### config.mk
export PLATFORM = sky130hd
export DESIGN_NAME = hostbus_regport
export DESIGN_NICKNAME = d
export VERILOG_FILES = /design/src/rtl/hrp_pkg.sv /design/src/rtl/hrp_sync.sv /design/src/rtl/hrp_cmd.sv /design/src/rtl/hrp_regfile.sv /design/src/rtl/hostbus_regport.sv
export SDC_FILE = /design/constraint.sdc
export NUM_CORES = 1
export LEC_CHECK = 0
export BUFFER_PORTS_ARGS = -buffer_cell sky130_fd_sc_hd__buf_2
export CAP_MARGIN = 20
export CORE_ASPECT_RATIO = 0.75
export CORE_UTILIZATION = 53
export DETAILED_ROUTE_END_ITERATION = 6
export GPL_TIMING_DRIVEN = 1
export PLACE_DENSITY = 0.78
export SYNTH_ARGS = -nofsm -noshare
export SYNTH_HDL_FRONTEND = slang
export SYNTH_SLANG_ARGS = --single-unit
### constraint.sdc
create_clock -name clk -period 2.1 [get_ports clk]
set_clock_uncertainty 0.2 [all_clocks]
set_input_delay 0.315 -clock clk [delete_from_list [all_inputs] [get_ports clk]]
set_output_delay 0.315 -clock clk [all_outputs]
set_load 0.02 [all_outputs]
### src/rtl/hrp_pkg.sv
package hrp_pkg;
  localparam int BUS_W = 8;

  typedef logic [BUS_W-1:0] bus_t;

  // host pins as seen after synchronization
  typedef struct packed {
    logic cs_n;
    logic rd_wr;
    logic ad_sel;
    bus_t bus;
  } host_ctl_t;

  localparam int CTL_W = $bits(host_ctl_t);

  // idle bus: deselected, read direction so nothing is committed
  localparam host_ctl_t CTL_IDLE = '{cs_n: 1'b1, rd_wr: 1'b1, ad_sel: 1'b0, bus: '0};

  typedef enum logic [1:0] {
    ACC_NONE  = 2'd0,
    ACC_INDEX = 2'd1,
    ACC_WRITE = 2'd2,
    ACC_READ  = 2'd3
  } acc_kind_e;
endpackage

### src/rtl/hrp_sync.sv
module hrp_sync #(
  parameter int              W       = 1,
  parameter int              STAGES  = 2,
  parameter logic [W-1:0]    RST_VAL = '0
) (
  input  logic         clk,
  input  logic         rst_n,
  input  logic [W-1:0] d,
  output logic [W-1:0] q
);
  logic [W-1:0] stage_q [STAGES];

  always_ff @(posedge clk or negedge rst_n) begin
    if (!rst_n) begin
      for (int i = 0; i < STAGES; i++) stage_q[i] <= RST_VAL;
    end else begin
      stage_q[0] <= d;
      for (int i = 1; i < STAGES; i++) stage_q[i] <= stage_q[i-1];
    end
  end

  assign q = stage_q[STAGES-1];
endmodule

### src/rtl/hrp_cmd.sv
module hrp_cmd
  import hrp_pkg::*;
(
  input  logic      clk,
  input  logic      rst_n,
  input  host_ctl_t ctl_s,
  output acc_kind_e cmd_kind,
  output bus_t      cmd_data,
  output logic      cs_high
);
  host_ctl_t held_q;
  logic      was_low_q;

  // capture the last settled view of the access while selected
  always_ff @(posedge clk or negedge rst_n) begin
    if (!rst_n) begin
      held_q    <= CTL_IDLE;
      was_low_q <= 1'b0;
    end else begin
      was_low_q <= ~ctl_s.cs_n;
      if (!ctl_s.cs_n) held_q <= ctl_s;
    end
  end

  logic release_now;
  assign release_now = ctl_s.cs_n & was_low_q;
  assign cs_high     = ctl_s.cs_n;
  assign cmd_data    = held_q.bus;

  always_comb begin
    cmd_kind = ACC_NONE;
    if (release_now) begin
      if (held_q.rd_wr)       cmd_kind = ACC_READ;
      else if (held_q.ad_sel) cmd_kind = ACC_INDEX;
      else                    cmd_kind = ACC_WRITE;
    end
  end
endmodule

### src/rtl/hrp_regfile.sv
module hrp_regfile
  import hrp_pkg::*;
#(
  parameter int NCFG      = 4,
  parameter int NFLAG     = 2,
  parameter int FLAG_BASE = 16
) (
  input  logic                    clk,
  input  logic                    rst_n,
  input  acc_kind_e               cmd_kind,
  input  bus_t                    cmd_data,
  input  logic [NFLAG*BUS_W-1:0]  flag_in,
  output bus_t                    addr_q,
  output logic [NCFG*BUS_W-1:0]   cfg_q,
  output bus_t                    rd_q
);
  localparam int FLAG_END = FLAG_BASE + NFLAG;

  // index register
  always_ff @(posedge clk or negedge rst_n) begin
    if (!rst_n)                     addr_q <= '0;
    else if (cmd_kind == ACC_INDEX) addr_q <= cmd_data;
  end

  // configuration bytes, one write decoder each
  for (genvar g = 0; g < NCFG; g++) begin : g_cfg
    logic hit;
    assign hit = (cmd_kind == ACC_WRITE) && (int'(addr_q) == g);
    always_ff @(posedge clk or negedge rst_n) begin
      if (!rst_n)   cfg_q[g*BUS_W +: BUS_W] <= '0;
      else if (hit) cfg_q[g*BUS_W +: BUS_W] <= cmd_data;
    end
  end

  // read selection, registered toward the pads
  bus_t rd_d;
  always_comb begin
    rd_d = '0;
    for (int i = 0; i < NCFG; i++)
      if (int'(addr_q) == i) rd_d = cfg_q[i*BUS_W +: BUS_W];
    for (int j = 0; j < NFLAG; j++)
      if (int'(addr_q) == FLAG_BASE + j) rd_d = flag_in[j*BUS_W +: BUS_W];
  end

  always_ff @(posedge clk or negedge rst_n) begin
    if (!rst_n) rd_q <= '0;
    else        rd_q <= rd_d;
  end

  if (FLAG_END > 256) begin : g_bad_map
    initial $error("flag window exceeds the 8-bit index space");
  end
endmodule

### src/rtl/hostbus_regport.sv
module hostbus_regport
  import hrp_pkg::*;
#(
  parameter int NCFG      = 4,
  parameter int NFLAG     = 2,
  parameter int FLAG_BASE = 16,
  parameter int SYNC_STG  = 2
) (
  input  logic                   clk,
  input  logic                   rst_n,
  input  logic                   cs_n,
  input  logic                   rd_wr,
  input  logic                   ad_sel,
  input  logic [7:0]             bus_in,
  output logic [7:0]             bus_out,
  output logic                   bus_oe,
  input  logic [NFLAG*8-1:0]     flag_in,
  output logic [NCFG*8-1:0]      cfg_q
);
  host_ctl_t ctl_raw, ctl_s;
  acc_kind_e cmd_kind;
  bus_t      cmd_data;
  bus_t      addr_q;
  bus_t      rd_q;
  logic      cs_high;

  assign ctl_raw = '{cs_n: cs_n, rd_wr: rd_wr, ad_sel: ad_sel, bus: bus_in};

  hrp_sync #(
    .W      (CTL_W),
    .STAGES (SYNC_STG),
    .RST_VAL(CTL_IDLE)
  ) u_sync (
    .clk  (clk),
    .rst_n(rst_n),
    .d    (ctl_raw),
    .q    (ctl_s)
  );

  hrp_cmd u_cmd (
    .clk     (clk),
    .rst_n   (rst_n),
    .ctl_s   (ctl_s),
    .cmd_kind(cmd_kind),
    .cmd_data(cmd_data),
    .cs_high (cs_high)
  );

  hrp_regfile #(
    .NCFG     (NCFG),
    .NFLAG    (NFLAG),
    .FLAG_BASE(FLAG_BASE)
  ) u_regs (
    .clk     (clk),
    .rst_n   (rst_n),
    .cmd_kind(cmd_kind),
    .cmd_data(cmd_data),
    .flag_in (flag_in),
    .addr_q  (addr_q),
    .cfg_q   (cfg_q),
    .rd_q    (rd_q)
  );

  // pad enable follows the raw pins so the bus is released at once
  assign bus_oe  = ~cs_n & rd_wr;
  assign bus_out = rd_q;
endmodule

==> results.toml <==
[finish]
layout-drive-gt1-share = 0.5099
fin_util = 0.7177
most-common-layout-cells = "dfrtp_1 (76), buf_2 (68), mux2_2 (49)"
nNetsFinal = 328
n_antenna_cell = 0
mostFrequentLayoutCell = "dfrtp_1"
syn_to_final_growth_pct = 26.08
fillers = 405

[synthesis]
synth_seq_cells = 81
async_flop_share = 1.000
synthDistinctLibCells = 28
syn-num-nets = 237
ys_seq_area_frac = 0.6431
synthCells = 208
synth_edf_count = 0
syn-mean-instance-area_um2 = 15.20
syn_area_mm2 = 0.003162
yosysWarningCount = 0
synth_flop_cell = "dfrtp_1"

[status]
status = "complete, no violations"

[grt]
grt_pass1_vias = 2017
grt.total_usage = 0.2269
grt_pass1_wl_mm = 10.17
antenna_found_initial = 0
grt-ovfl-total = 0
grt_max_degree = 41

[routing]
antenna_left = 0
drt_iter0_drc = 120
dr_total_vias = 2035
route.detailed.drc = 0
wl_mm = 6.467
via_per_inst = 5.369
wl_per_cell_um = 17.06
dr.pass1.iters = 4

[floorplan]
dieHeight_um = 68.89
dieArea_mm2 = 0.006282
core-area_mm2 = 0.005554
start_util = 0.5693
io_pins = 70
dieWidth_um = 91.19
rows = 23

[sta]
tightest_slew_ps = 440.8
finalSetupViolCount = 0
tns_ps = 0
slew_headroom = 0.7046
fin_crit_sh = 0.9423
finalHoldViolations = 0
post-route-min-period_ps = 1979
slew_violations = 0
timing.hold.ws_ps = 61.91
rsz0062_at_grt = "false"
max_freq_mhz = 505.3

[critical_path]
crit_fanout = 8
cp-end-kind = "flop"
start_kind = "flop"
cp.required_ps = 2140
arrival_ps = 2020
critPathKind = "flop to flop"

[power_and_ir_drop]
peakVddDrop_v = 0.0006777
leakage_nw = 2.025
power_density_mw_per_mm2 = 1023

[placement]
portBuffers = 69
dp_hpwl_mm = 4.460
gp_congestion = 0.7737

[cts]
postCtsSetupBuffers = 0
cts_max_path_buffers = 2
numClockSinks = 81
clk-insertion-delay-late_ps = 350
clkTransAtPathRegs_ps = 80
cts_buffers = 9
cts_max_level = 3
cts_root_buffer = "clkbuf_8"
cts_tree = "yes"

[flow_run]
maxCapViolations = 0

[min_path]
worstHoldPathType = "input pin to flop"
==> where the power goes <==
part / switching [W] / total [W] / leakage (nW) / internal, W
Clock: 0.000564 / 0.00128 / 0.115 / 0.000713
Combinational: 0.000488 / 0.000894 / 0.884 / 0.000406
Sequential: 0.000152 / 0.00191 / 1.03 / 0.00175
==> Yosys cell counts, types with 2 or more instances <==
| cell | n | share of area |
|---|---|---|
| dfrtp_1 | 76 | 0.60 |
| mux2_2 | 49 | 0.17 |
| mux2i_1 | 8 | 0.025 |
| nand2_1 | 8 | 0.0095 |
| nor2b_1 | 6 | 0.012 |
| nor3_1 | 6 | 0.0095 |
| a211oi_1 | 5 | 0.012 |
| a31oi_1 | 5 | 0.0099 |
| dfstp_2 | 5 | 0.042 |
| nand4_1 | 5 | 0.0099 |
| o22ai_1 | 5 | 0.0099 |
| buf_2 | 4 | 0.0063 |
| clkbuf_1 | 4 | 0.0047 |
| mux4_2 | 3 | 0.021 |
| o21ai_0 | 3 | 0.0047 |
| nand3b_4 | 2 | 0.013 |
| nand4b_1 | 2 | 0.0055 |
| nor2_1 | 2 | 0.0024 |
==> layout make-up <==
cell class | count | area (um2) | area share
clock buffer | 11 | 141.4 | 0.03547
clock inverter | 5 | 86.33 | 0.02166
inverter | 1 | 3.754 | 0.0009416
multi-input combinational | 116 | 1080 | 0.2709
sequential | 81 | 2033 | 0.5100
tap | 75 | 93.84 | 0.02354
timing repair buffer | 90 | 548.0 | 0.1375
==> flip-flops by register name (all words and copies together) (netlist names) <==
register and flops:
u_regs.addr_q 8, u_regs.cfg_q 32, u_sync.stage_q 11, u_sync.q 11
u_cmd.cmd_data 8, u_cmd.held_q 2, u_cmd.was_low_q 1, u_regs.rd_q 8
==> per-stage QoR <==
stage	cell area (um2)	setup slack, ps	total power (W)	std cells
2_1_floorplan	3162	235.6	0.002484	208
3_5_place_dp	3637	31.14	0.002813	351
4_1_cts	3985	20.85	0.004107	379
5_1_grt	3986	52.21	0.004246	379
6_report	3986	121.1	0.004077	379
3_3_place_gp	3637	106.2	0.002782	351
==> layer usage <==
layer | GRT usage | vias to the layer above | wire length [um]
met5 | 0 | - | 0
met4 | 0.05754 | 0 | 61
met3 | 0.07895 | 5 | 402
met2 | 0.3797 | 68 | 3015
met1 | 0.2905 | 1021 | 2987
li1 | - | 941 | -
==> worst paths after layout <==
path / end / slack (ps) / depth (start not counted) / startpoint
max: u_regs.cfg_q[27]$_DFFE_PN0P_ / 120 / 4 / u_sync.q[10]$_DFF_PN1_
min: u_regs.rd_q[5]$_DFF_PN0_ / 60 / 3 / flag_in[13]
max reg2reg: u_regs.cfg_q[27]$_DFFE_PN0P_ / 120 / 4 / u_sync.q[10]$_DFF_PN1_
min reg2reg: u_sync.q[8]$_DFF_PN0_ / 150 / 0 / u_sync.stage_q[19]$_DFF_PN0_
max in group asynchronous: u_sync.q[10]$_DFF_PN1_ / 920 / 3 / rst_n
min in group asynchronous: u_regs.rd_q[0]$_DFF_PN0_ / 160 / 2 / rst_n
==> critical path, stage by stage, from the launching register on <==
cell and delay (ps):
dfstp_2 530, nor4bb_1 220, and4b_2 390, nand3_4 170
mux2_1 340
==> cell families (layout without fill, tap and decap cells) <==
logic type | after synthesis | in the layout | synth area share
flops | 81 | 81 | 0.6431
mux | 61 | 61 | 0.2248
simple gates | 37 | 37 | 0.07995
buf+inv | 11 | 107 | 0.01583
compound gates | 18 | 18 | 0.03641
==> what timing repair did <==
item / in CTS / in global routing
hold buffers: 12 / 0
gates resized for setup: 0 / 1
setup endpoints to repair: 0 / 19
endpoints found under the hold margin: 87 / 0
Note: power is estimated with default switching activity, not from simulation.
